==> config.mk <==
export PLATFORM = sky130hd
export DESIGN_NAME = seqtrig_top
export DESIGN_NICKNAME = d
export VERILOG_FILES = /design/src/rtl/seqtrig_pkg.sv /design/src/rtl/seqtrig_regs.sv /design/src/rtl/seqtrig_match.sv /design/src/rtl/seqtrig_ctrl.sv /design/src/rtl/seqtrig_top.sv
export SDC_FILE = /design/constraint.sdc
export NUM_CORES = 1
export LEC_CHECK = 0
export BUFFER_PORTS_ARGS = -buffer_cell sky130_fd_sc_hd__buf_2
export CAP_MARGIN = 10
export CELL_PAD_IN_SITES_DETAIL_PLACEMENT = 2
export CELL_PAD_IN_SITES_GLOBAL_PLACEMENT = 2
export CORE_ASPECT_RATIO = 1.1
export CORE_MARGIN = 2
export CORE_UTILIZATION = 37
export CTS_CLUSTER_SIZE = 10
export DETAILED_ROUTE_END_ITERATION = 16
export PLACE_DENSITY_LB_ADDON = 0.1
export SYNTH_ARGS = -nofsm -noshare
export SYNTH_HDL_FRONTEND = slang
export SYNTH_SLANG_ARGS = --single-unit
==> constraint.sdc <==
create_clock -name clk -period 3.4 [get_ports clk]
set_input_delay 1.02 -clock clk [delete_from_list [all_inputs] [get_ports clk]]
set_output_delay 1.02 -clock clk [all_outputs]
set_load 0.005 [all_outputs]
==> src/rtl/seqtrig_pkg.sv <==
package seqtrig_pkg;
  localparam int CTL_LVL_LSB   = 16;
  localparam int CTL_FIRE_BIT  = 27;
  typedef enum logic [1:0] {
    SEL_MASK  = 2'd0,
    SEL_VALUE = 2'd1,
    SEL_EDGE  = 2'd2,
    SEL_CTL   = 2'd3
  } cfg_sel_e;
endpackage

==> src/rtl/seqtrig_regs.sv <==
module seqtrig_regs #(
  parameter int CH_W   = 32,
  parameter int STAGES = 4,
  parameter int LVL_W  = 2,
  localparam int SI_W  = $clog2(STAGES)
) (
  input  logic                              clk,
  input  logic                              rst,
  input  logic                              we,
  input  logic [SI_W-1:0]                   stage,
  input  logic [1:0]                        sel,
  input  logic [CH_W-1:0]                   wdata,
  output logic [STAGES-1:0][CH_W-1:0]       mask_q,
  output logic [STAGES-1:0][CH_W-1:0]       value_q,
  output logic [STAGES-1:0][CH_W-1:0]       edge_q,
  output logic [STAGES-1:0][LVL_W-1:0]      lvl_q,
  output logic [STAGES-1:0]                 fire_q
);
  import seqtrig_pkg::*;

  for (genvar s = 0; s < STAGES; s++) begin : g_stage
    always_ff @(posedge clk) begin
      if (rst) begin
        mask_q[s]  <= '0;
        value_q[s] <= '0;
        edge_q[s]  <= '0;
        lvl_q[s]   <= '0;
        fire_q[s]  <= 1'b0;
      end else if (we && stage == SI_W'(s)) begin
        case (cfg_sel_e'(sel))
          SEL_MASK:  mask_q[s]  <= wdata;
          SEL_VALUE: value_q[s] <= wdata;
          SEL_EDGE:  edge_q[s]  <= wdata;
          default: begin
            lvl_q[s]  <= wdata[CTL_LVL_LSB +: LVL_W];
            fire_q[s] <= wdata[CTL_FIRE_BIT];
          end
        endcase
      end
    end
  end


  mask_write_chk: assert property (@(posedge clk) disable iff (rst)
    (we && sel == 2'd0) |=> (mask_q[$past(stage)] == $past(wdata)));
endmodule

==> src/rtl/seqtrig_match.sv <==
module seqtrig_match #(
  parameter int CH_W  = 32,
  parameter int LVL_W = 2
) (
  input  logic [CH_W-1:0]  mask,
  input  logic [CH_W-1:0]  value,
  input  logic [CH_W-1:0]  edge_sel,
  input  logic [LVL_W-1:0] lvl,
  input  logic [LVL_W-1:0] cur_lvl,
  input  logic [CH_W-1:0]  smp,
  input  logic [CH_W-1:0]  prev,
  output logic             hit
);
  logic [CH_W-1:0] need_toggle;
  logic            lvl_ok, edge_ok, live;

  always_comb begin
    need_toggle = mask & edge_sel;
    lvl_ok      = ((smp ^ value) & mask) == '0;
    edge_ok     = ((smp ^ prev) & need_toggle) == need_toggle;
    live        = (lvl == cur_lvl);
    hit         = live && lvl_ok && edge_ok;
  end
endmodule

==> src/rtl/seqtrig_ctrl.sv <==
module seqtrig_ctrl #(
  parameter int CH_W   = 32,
  parameter int STAGES = 4,
  parameter int LVL_W  = 2,
  localparam logic [LVL_W-1:0] LVL_TOP = {LVL_W{1'b1}}
) (
  input  logic              clk,
  input  logic              rst,
  input  logic              arm,
  input  logic              smp_valid,
  input  logic [CH_W-1:0]   smp_data,
  input  logic [STAGES-1:0] hit,
  input  logic [STAGES-1:0] fire,
  output logic [LVL_W-1:0]  cur_lvl,
  output logic [CH_W-1:0]   prev,
  output logic              trig_o
);
  logic fired;
  logic any_fire, any_adv, eval;

  always_comb begin
    eval     = smp_valid && !arm && !fired;
    any_fire = |(hit & fire);
    any_adv  = |(hit & ~fire);
  end

  always_ff @(posedge clk) begin
    if (rst) begin
      cur_lvl <= '0;
      fired   <= 1'b0;
      trig_o  <= 1'b0;
      prev    <= '0;
    end else begin
      trig_o <= 1'b0;
      if (smp_valid) prev <= smp_data;
      if (arm) begin
        cur_lvl <= '0;
        fired   <= 1'b0;
      end else if (eval) begin
        if (any_fire) begin
          trig_o <= 1'b1;
          fired  <= 1'b1;
        end else if (any_adv && cur_lvl != LVL_TOP) begin
          cur_lvl <= cur_lvl + 1'b1;
        end
      end
    end
  end


  pulse_width_chk: assert property (@(posedge clk) disable iff (rst)
    trig_o |=> !trig_o);

  pulse_cause_chk: assert property (@(posedge clk) disable iff (rst)
    $rose(trig_o) |-> $past(smp_valid) && !$past(arm));

  quiet_after_fire_chk: assert property (@(posedge clk) disable iff (rst)
    (fired && !arm) |=> (!trig_o && $stable(cur_lvl)));

  arm_clear_chk: assert property (@(posedge clk) disable iff (rst)
    arm |=> (cur_lvl == '0 && !fired && !trig_o));

  idle_stable_chk: assert property (@(posedge clk) disable iff (rst)
    (!smp_valid && !arm) |=> ($stable(cur_lvl) && $stable(prev) && !trig_o));

  step_one_chk: assert property (@(posedge clk) disable iff (rst)
    (!arm) |=> (cur_lvl == $past(cur_lvl) || cur_lvl == $past(cur_lvl) + 1'b1));
endmodule

==> src/rtl/seqtrig_top.sv <==
module seqtrig_top #(
  parameter int CH_W   = 32,
  parameter int STAGES = 4,
  parameter int LVL_W  = 2,
  localparam int SI_W  = $clog2(STAGES)
) (
  input  logic            clk,
  input  logic            rst,
  input  logic            cfg_we,
  input  logic [SI_W-1:0] cfg_stage,
  input  logic [1:0]      cfg_sel,
  input  logic [CH_W-1:0] cfg_wdata,
  input  logic            arm,
  input  logic            smp_valid,
  input  logic [CH_W-1:0] smp_data,
  output logic            trig_o
);
  logic [STAGES-1:0][CH_W-1:0]  mask_q, value_q, edge_q;
  logic [STAGES-1:0][LVL_W-1:0] lvl_q;
  logic [STAGES-1:0]            fire_q, hit;
  logic [LVL_W-1:0]             cur_lvl;
  logic [CH_W-1:0]              prev;

  seqtrig_regs #(.CH_W(CH_W), .STAGES(STAGES), .LVL_W(LVL_W)) i_regs (
    .clk(clk), .rst(rst), .we(cfg_we), .stage(cfg_stage), .sel(cfg_sel),
    .wdata(cfg_wdata), .mask_q(mask_q), .value_q(value_q), .edge_q(edge_q),
    .lvl_q(lvl_q), .fire_q(fire_q)
  );

  for (genvar s = 0; s < STAGES; s++) begin : g_match
    seqtrig_match #(.CH_W(CH_W), .LVL_W(LVL_W)) i_match (
      .mask(mask_q[s]), .value(value_q[s]), .edge_sel(edge_q[s]),
      .lvl(lvl_q[s]), .cur_lvl(cur_lvl), .smp(smp_data), .prev(prev),
      .hit(hit[s])
    );
  end

  seqtrig_ctrl #(.CH_W(CH_W), .STAGES(STAGES), .LVL_W(LVL_W)) i_ctrl (
    .clk(clk), .rst(rst), .arm(arm), .smp_valid(smp_valid),
    .smp_data(smp_data), .hit(hit), .fire(fire_q), .cur_lvl(cur_lvl),
    .prev(prev), .trig_o(trig_o)
  );
endmodule

# Word level (Yosys, flattened, before mapping)
# Cells that the tools add are included.
# word_totals
ff_bits	432
inputBits	73
output_inout_bits	1
elab_cells	109
# op_classes
n_addsub	1
n_eq_ne	14
muxes	1
bitwise	23
reduce_logical	46
# ops
op	n
$and 32x32->32	12
$xor 32x32->32	5
$eq 32x32->1	4
$logic_not 32->1	4
$reduce_and 2->1	17
$logic_and 1x1->1	15
$and 4x4->4	2
$eq 2x2->1	4
$reduce_or 4->1	2
$eq 2x2->1 const B	3
$reduce_or 3->1	2
$eq 2x1->1 const B	2
$logic_not 2->1	2
$not 4->4	1
$not 1->1	3
$reduce_and 3->1	1
$add 2x1->2 const B	1
$logic_not 1->1	2
$ne 2x2->1 const B	1
$reduce_or 2->1	1
$mux 1	1

# Depth between registers and ports, before layout
# Gate-level depths: netlist (run 1).
# logic_depth
depth_word	9
depth_mapped	9
mapped_depth_nobuf	8

# Cells and area by module
# A second synthesis (run 1) with hierarchy kept.
# hier_totals
hier_cells	2046
hier_area_um2	20533.4
# modules_own_cells
module	instances	cells_each	area_per_inst_um2	seq_area_each_um2
seqtrig_regs	1	1368	15254.6	7927.6
seqtrig_match	4	137	978.4	0.0
seqtrig_ctrl	1	130	1365.1	720.7

# Worst setup path after synthesis (run 1)
# No wires, ideal clock.
# synth_path
kind	input to register
start	input port smp_data[11]
end	register i_ctrl.cur_lvl[0]
setup_ps	70
arrival_time_ps	2969
required_ps	3330
slack_ps	361
cell_stages	9
path_buffers	1
path_cell_list	buf_2 > xor2_1 > a22oi_1 > o2111ai_1 > or4_1 > nor4b_1 > o41ai_1 > or3_1 > a21oi_1
# synth_between
elab_chain_cells	9
word_cells_on_any_way	36
classes_between	4 x eq/ne; 16 x bitwise; 16 x reduce/logical
# synth_lines
element	line	rtl
start, declared	seqtrig_top.sv:15	input logic [CH_W-1:0] smp_data,
$xor 32x32->32	seqtrig_match.sv:19	lvl_ok = ((smp ^ value) & mask) == '0;
$and 32x32->32	seqtrig_match.sv:19	
$logic_not 32->1	seqtrig_match.sv:19	
$logic_and 1x1->1 (2 in series)	seqtrig_match.sv:22	hit = live && lvl_ok && edge_ok;
$and 4x4->4, on equally long branches	seqtrig_ctrl.sv:24, seqtrig_ctrl.sv:23	
$reduce_or 4->1, on equally long branches	seqtrig_ctrl.sv:24, seqtrig_ctrl.sv:23	
$logic_and 1x1->1 / $not 1->1 (equally long branches)	n/a	
$reduce_and 3->1 (no source line) *	n/a	
end signal, assigned	seqtrig_ctrl.sv:44	cur_lvl <= cur_lvl + 1'b1;
end, declared	seqtrig_ctrl.sv:14	output logic [LVL_W-1:0] cur_lvl,
# Every way passes the cells marked *; elsewhere a longest branch is shown, timed or not.
# A chain may end at the register's enable or synchronous reset.

# Worst setup path in the final report (run 1)
# layout_path
start	input port smp_data[28]
end	register i_ctrl.cur_lvl[0]
# Same word-level chain as after synthesis.

==> results of run 1 <==
## logic make-up after synthesis
family                   Yosys count  synth area share (%)
AO/OA/AOI/OAI                    565                  17.6
XOR/XNOR                         156                  7.49
adder cells (fa/ha/maj)            1                0.0667
buffers and inverters            214                  4.64
flip-flops                       432                  46.1
multiplexers                      32                  1.71
AND/OR/NAND/NOR                 1035                  22.4
## final cells by class
type	instances	area, um2	area share (%)
Timing Repair Buffer	238	1780	8.03
Clock buffer	67	1420	6.40
Inverter	16	60.1	0.271
Sequential cell	432	8650	39.1
Tap cell	660	826	3.73
Antenna cell	1	2.50	0.0113
Multi-Input combinational cell	1789	9340	42.2
Clock inverter	4	60.1	0.271
## cells in the mapped netlist, drive strengths merged, types with 2 or more instances
master	n	area, um2
mux2i	32	320
nand4	13	81.3
a21boi	8	60.1
or2	2	12.5
a32oi	39	342
or4	4	33.8
or3	2	12.5
nor2	65	244
o22a	2	17.5
dfxtp	432	8650
a221oi	4	35.0
nand2b	11	68.8
inv	16	60.1
nand3	20	100
a22oi	29	218
a222oi	3	30.0
and4	3	26.3
xnor2	25	219
a221o	2	20.0
a311oi	2	17.5
nor3	7	35.0
o22ai	13	81.3
a211oi	3	22.5
a21oi	405	2030
o2bb2ai	4	35.0
a2bb2o	2	20.0
o2111ai	5	43.8
nor4b	2	17.5
nand2	854	3210
o2111a	2	22.5
a2bb2oi	6	52.6
a31oi	2	12.5
and2	18	113
a22o	3	26.3
nand4b	3	26.3
xor2	131	1180
o21ai	17	85.1
nor2b	8	50.1
and3	3	18.8
o311a	2	20.0
clkbuf	163	612
a32o	5	50.1
nor4	14	93.8
buf	35	199
## worst max-delay path by stage
stage / start / to
finish: smp_data[28] / i_ctrl.cur_lvl[0]
global route: smp_data[28] / i_ctrl.cur_lvl[0]
CTS: smp_data[28] / i_ctrl.cur_lvl[0]
detailed placement: smp_data[28] / i_ctrl.cur_lvl[0]
global placement: smp_data[28] / i_ctrl.cur_lvl[1]
floorplan: smp_data[11] / i_ctrl.cur_lvl[0]
## through the flow
stage          TNS, ps  instance area [um2]  utilization [%]  total power (W)
6_report             0                22100             44.2           0.0115
5_1_grt              0                22100             44.2           0.0118
4_1_cts              0                22100             44.2           0.0115
3_5_place_dp     -1840                20600             41.3          0.00641
3_3_place_gp     -1660                20600             41.3          0.00638
2_1_floorplan        0                18800                -          0.00581
## state kept, by name (all words and copies together), names as in the netlist
signal	flops
i_ctrl.trig_o	1
i_regs.value_q	128
i_regs.fire_q	4
i_regs.edge_q	128
i_ctrl.prev	32
i_ctrl.fired	1
i_ctrl.cur_lvl	2
i_regs.lvl_q	8
i_regs.mask_q	128
## power groups by stage
stage	logic, W	registers (W)	clock network (W)
after floorplan	0.000507	0.00530	0
after global placement	0.00106	0.00532	0
after detailed placement	0.00108	0.00533	0
after CTS	0.00109	0.00522	0.00523
after global routing	0.00115	0.00523	0.00542
final	0.00111	0.00522	0.00517
## critical path, stage by stage
cell and delay (ps):
buf_2 140, buf_4 170, xnor2_1 200, buf_4 170, a32oi_1 230, buf_4 190
nand4b_1 220, nor4_4 410, buf_4 180, and4_1 200, o41ai_1 90, buf_4 170
or3_1 300, a21oi_1 160
## routing by layer
| layer | vias to the layer above | wire, um | global-route usage (%) |
|---|---|---|---|
| li1 | 8270 | - | - |
| met1 | 9825 | 40700 | 46.8 |
| met2 | 563 | 46400 | 62.9 |
| met3 | 218 | 5170 | 4.55 |
| met4 | 4 | 5220 | 18.9 |
| met5 | - | 26 | 0 |
## repair_timing
action	4_1_cts	5_1_grt
setup buffers	0	0
gates resized for setup	0	2
endpoints found under the setup margin	0	2
==> results.cfg, run 1 <==
[worst_setup_path]
crit_arrival_ps = 3850
crit_required_ps = 3940
start_kind = input pin
worstReg2RegStart = i_ctrl.prev[28]
rr_endpoint = i_ctrl.cur_lvl[0]
rrSetupSlack_ps = 390
end_kind = flip-flop
r2r_cells = 12
critPathKind = in -> reg
cp_max_fo = 4

[yosys]
ys_seq_area_share_pct = 46.1
synth_ff_type = dfxtp_1
synth_cell_types = 63
synth_edf_count = 0
syn_area_mm2 = 0.0188
synth_seq_cells = 432
async_flop_share_pct = 0
syn-num-nets = 2509
netlist_instances = 2435
syn_area_per_cell_um2 = 7.70
synth_warnings = 0

[min_path]
hold-path-endpoint = i_regs.mask_q[115]
worstHoldPathCells = 2
hold_class = reg -> reg
worstHoldStart = i_regs.mask_q[115]

[clock_tree]
cts_tree = built
hold_buffers = 0
cts_sinks = 432
clock_path_buffers = 3
insertion_delay_ps = 620
clk_pin_slew_ps = 60
htreeDepth = 2
root_buffer = clkbuf_16
cts_made_buffers = 51

[detailed_routing]
drc = 0
antenna_left = 0
vias = 18900
vias_per_cell = 5.89
avgRoutedWirePerCell_um = 30.4
wirelength_mm = 97.5
drt_pass1_iterations = 7
drt_first_iter_violations = 1550

[global_routing]
grt_pass1_wl_mm = 140
grt_overflow_total = 0
grt_max_degree = 112
grt.total_usage_pct = 37.3
grt_antenna_before_repair = 4
grt_pass1_vias = 20100

[sta]
maxSlewViolCount = 0
worst_slack_ps = 87.0
relSlewSlack_pct = 34.4
hold_viol_final = 0
holdWs_ps = 457
max_clock_freq_mhz = 302
fin_worst_skew_ps = 18.1
fin_crit_ps = 3310
setup_viol = 0
worst_pin_slew_ps = 984
rsz0062_at_grt = false
fin_crit_sh_pct = 97.4

[placement]
place_ws_ps = -594
place_inst = 3135
io_buffers = 73
place_congestion = 0.926
dp_hpwl_mm = 66.7

[floorplanning]
initial_core_util_pct = 37.5
design.core.area_mm2 = 0.0500
io_pins = 74
dieArea_mm2 = 0.0525
rows = 86
die_h_um = 240
dieWidth_um = 219

[run_status]
status = finished clean

[layout]
instances_no_fill = 3207
area_growth_syn_to_layout_pct = 18.1
layout_common_cells = nand2_1 (847), dfxtp_1 (432), a21oi_1 (405)
final_nets = 2602
layout_commonest_cell = nand2_1
nFillCells = 5717
layout-drive-gt1-share_pct = 13.0

[power_and_ir_drop]
switching_share_pct = 26.7
power.density_cell_area_mw_per_mm2 = 520
power_switching_w = 0.00307
vdd_drop_max_uv = 409
p_leak_nw = 7.95
p_int_w = 0.00843
power_frac_clock_pct = 45.0
power_frac_seq_pct = 45.4
comb_power_share_pct = 9.6

[run]
maxCapViolations = 0
No activity file was read; power rests on OpenSTA's default activity.
==> inputs of run 2 (changes only) <==
--- a/config.mk
+++ b/config.mk
@@ -11,10 +11,11 @@
 export CELL_PAD_IN_SITES_GLOBAL_PLACEMENT = 2
 export CORE_ASPECT_RATIO = 1.1
 export CORE_MARGIN = 2
-export CORE_UTILIZATION = 37
+export CORE_UTILIZATION = 41
 export CTS_CLUSTER_SIZE = 10
 export DETAILED_ROUTE_END_ITERATION = 16
 export PLACE_DENSITY_LB_ADDON = 0.1
 export SYNTH_ARGS = -nofsm -noshare
 export SYNTH_HDL_FRONTEND = slang
+export SYNTH_HIERARCHICAL = 1
 export SYNTH_SLANG_ARGS = --single-unit
==> results.cfg, run 2 <==
[power_and_ir_drop]
comb_power_share_pct = 8.5
power.density_cell_area_mw_per_mm2 = 480
p_int_w = 0.00852
power_frac_clock_pct = 45.4
switching_share_pct = 25.1
p_leak_nw = 11.1
power_frac_seq_pct = 46.2
power_switching_w = 0.00285
vdd_drop_max_uv = 352

[worst_setup_path]
r2r_cells = 10
rrSetupSlack_ps = 350
cp_slowest_cell = nor4_4
crit_required_ps = 3940
slowest_delay_ps = 410
critPathKind = in -> reg
end_kind = flip-flop
cp_max_fo = 9
crit_arrival_ps = 3760
start_kind = input pin
path_cells = buf_2, a21boi_1, a221oi_1, a2111oi_2, buf_2, nand4_1, nor4_4, nor2b_1, o41ai_1, or3_1, a21boi_1

[placement]
place_congestion = 0.810
place_inst = 2755
place_ws_ps = -653
io_buffers = 73
placed_area_mm2 = 0.0221
dp_hpwl_mm = 51.7

[global_routing]
grt.total_usage_pct = 29.4
grt_antenna_before_repair = 6
grt_pass1_wl_mm = 113
grt_overflow_total = 0
grt_max_degree = 59
grt_pass1_vias = 17400

[layout]
layout-drive-gt1-share_pct = 12.3
final_nets = 2223
layout_commonest_cell = nand2b_1
instances_no_fill = 2835
reg_top3 = i_regs/edge_q (128), i_regs/mask_q (128), i_regs/value_q (128)
layout_common_cells = nand2b_1 (448), dfxtp_1 (432), mux2i_1 (428)
design_area_mm2 = 0.0237
area_growth_syn_to_layout_pct = 15.3

[floorplanning]
rows = 86
dieArea_mm2 = 0.0519
design.core.area_mm2 = 0.0498
io_pins = 74
initial_core_util_pct = 41.2
dieWidth_um = 217
die_h_um = 239

[yosys]
syn-num-nets = 2120
synth.most_common_cell = nand2b_1
netlist_instances = 2046
synth_edf_count = 0
synth_cell_types = 47
synth_seq_cells = 432
synth.area.top_cells = dfxtp_1 (42%), mux2i_1 (21%), nand2b_1 (14%)
synth_top_area_share_pct = 42.1
syn_area_mm2 = 0.0205
syn_area_per_cell_um2 = 10.0
ys_seq_area_share_pct = 42.1
netlist_top_cells_count = nand2b_1 (448), dfxtp_1 (432), mux2i_1 (428), xor2_1 (128), clkbuf_1 (82)
async_flop_share_pct = 0
synth_warnings = 6
synth_largest_area_cell = dfxtp_1
synth_ff_type = dfxtp_1

[sta]
maxSlewViolCount = 0
setup_viol = 0
rsz0062_at_grt = false
worst_pin_slew_ps = 943
fin_crit_sh_pct = 94.9
fin_worst_skew_ps = 18.4
relSlewSlack_pct = 37.2
hold_viol_final = 0
worst_slack_ps = 175
fin_crit_ps = 3230
max_clock_freq_mhz = 310

[clock_tree]
htreeDepth = 2
cts_made_buffers = 52
insertion_delay_ps = 610
clk_pin_slew_ps = 60
cts_setup_buffers = 0
root_buffer = clkbuf_16
cts_tree = built
cts_sinks = 432
clock_path_buffers = 3

[detailed_routing]
drt_first_iter_violations = 733
drc = 0
antenna_left = 0
wirelength_mm = 75.3
vias_per_cell = 5.51
avgRoutedWirePerCell_um = 26.6
drt_pass1_iterations = 4
vias = 15600

[run]
maxCapViolations = 0

[min_path]
worstHoldPathCells = 2
hold_class = reg -> reg

[run_status]
status = finished clean
run 2: changes by cell type in the layout (fill, tap and decap cells not counted), moves of 27 or more:
cell | before | now
nand2b_1 | 11 | 448
nand3_1 | 20 | 70
xnor2_1 | 25 | 72
nand2_1 | 847 | 49
buf_4 | 152 | 94
mux2i_1 | 32 | 428
a32oi_1 | 39 | 12
a21oi_1 | 405 | 5
run 2: power by group through the flow:
stage	clock (W)	combinational (W)	sequential, W
final	0.00516	0.000962	0.00525
after global routing	0.00546	0.00103	0.00526
after CTS	0.00527	0.000962	0.00525
after detailed placement	0	0.000950	0.00536
after global placement	0	0.000921	0.00535
after floorplan	0	0.000558	0.00532
run 2: path summary, 6_finish.rpt:
| path | startpoint | to |
|---|---|---|
| min reg2reg | i_regs/edge_q[119] | i_regs/edge_q[119] |
| max | smp_data[16] | i_ctrl/cur_lvl[0] |
| min | i_regs/edge_q[119] | i_regs/edge_q[119] |
| max reg2reg | i_ctrl/prev[16] | i_ctrl/cur_lvl[0] |
run 2: logic make-up after synthesis:
family / synth area share (%)
muxes: 20.9
xor gates and xnor gates: 8.53
AOI/OAI and AO/OA: 5.26
adders and majority gates: 0.0609
buffers and inverters: 3.17
and+or+nand+nor: 20.0
DFF: 42.1
run 2: through the flow:
stage	hold slack (ps)	utilization [%]	total power [W]	setup TNS, ps
finish	479	47.5	0.0114	0
global placement	459	44.4	0.00627	-4150
CTS	482	47.4	0.0115	0
detailed placement	472	44.4	0.00631	-2010
floorplan	447	-	0.00588	0
global route	502	47.5	0.0117	0
run 2: what timing repair did:
action,4_1_cts,5_1_grt
endpoints found under the setup margin,1,3
pin swaps,0,0
gates resized for setup,1,6
endpoints found under the hold margin,0,0
hold buffers,0,0
run 2: cell type report:
| cell class | count | area [um2] |
|---|---|---|
| diodes | 1 | 2.50 |
| clock buffers | 75 | 1470 |
| clock inverters | 4 | 35.0 |
| fillers | 5154 | 26200 |
| inverters | 16 | 60.1 |
| multi-input cells | 1467 | 11300 |
| flip-flops and latches | 432 | 8650 |
| well taps | 660 | 826 |
| repair buffers | 180 | 1310 |
run 2: layer usage:
metal  share of wire [%]  vias up  wire length [um]  track usage [%]
met5               0.013        -                10                0
met4                 2.7        2              2040             8.90
met3                 2.7       98              2020             3.17
met2                  51      203             38300             53.2
met1                  44     8122             32900             36.5
li1                    -     7198                 -                -
run 2: critical path, delay by kind of cell:
kind,cells,cell delay [ps]
simple gates,4,1270
buf+inv,2,400
compound gates,5,1060
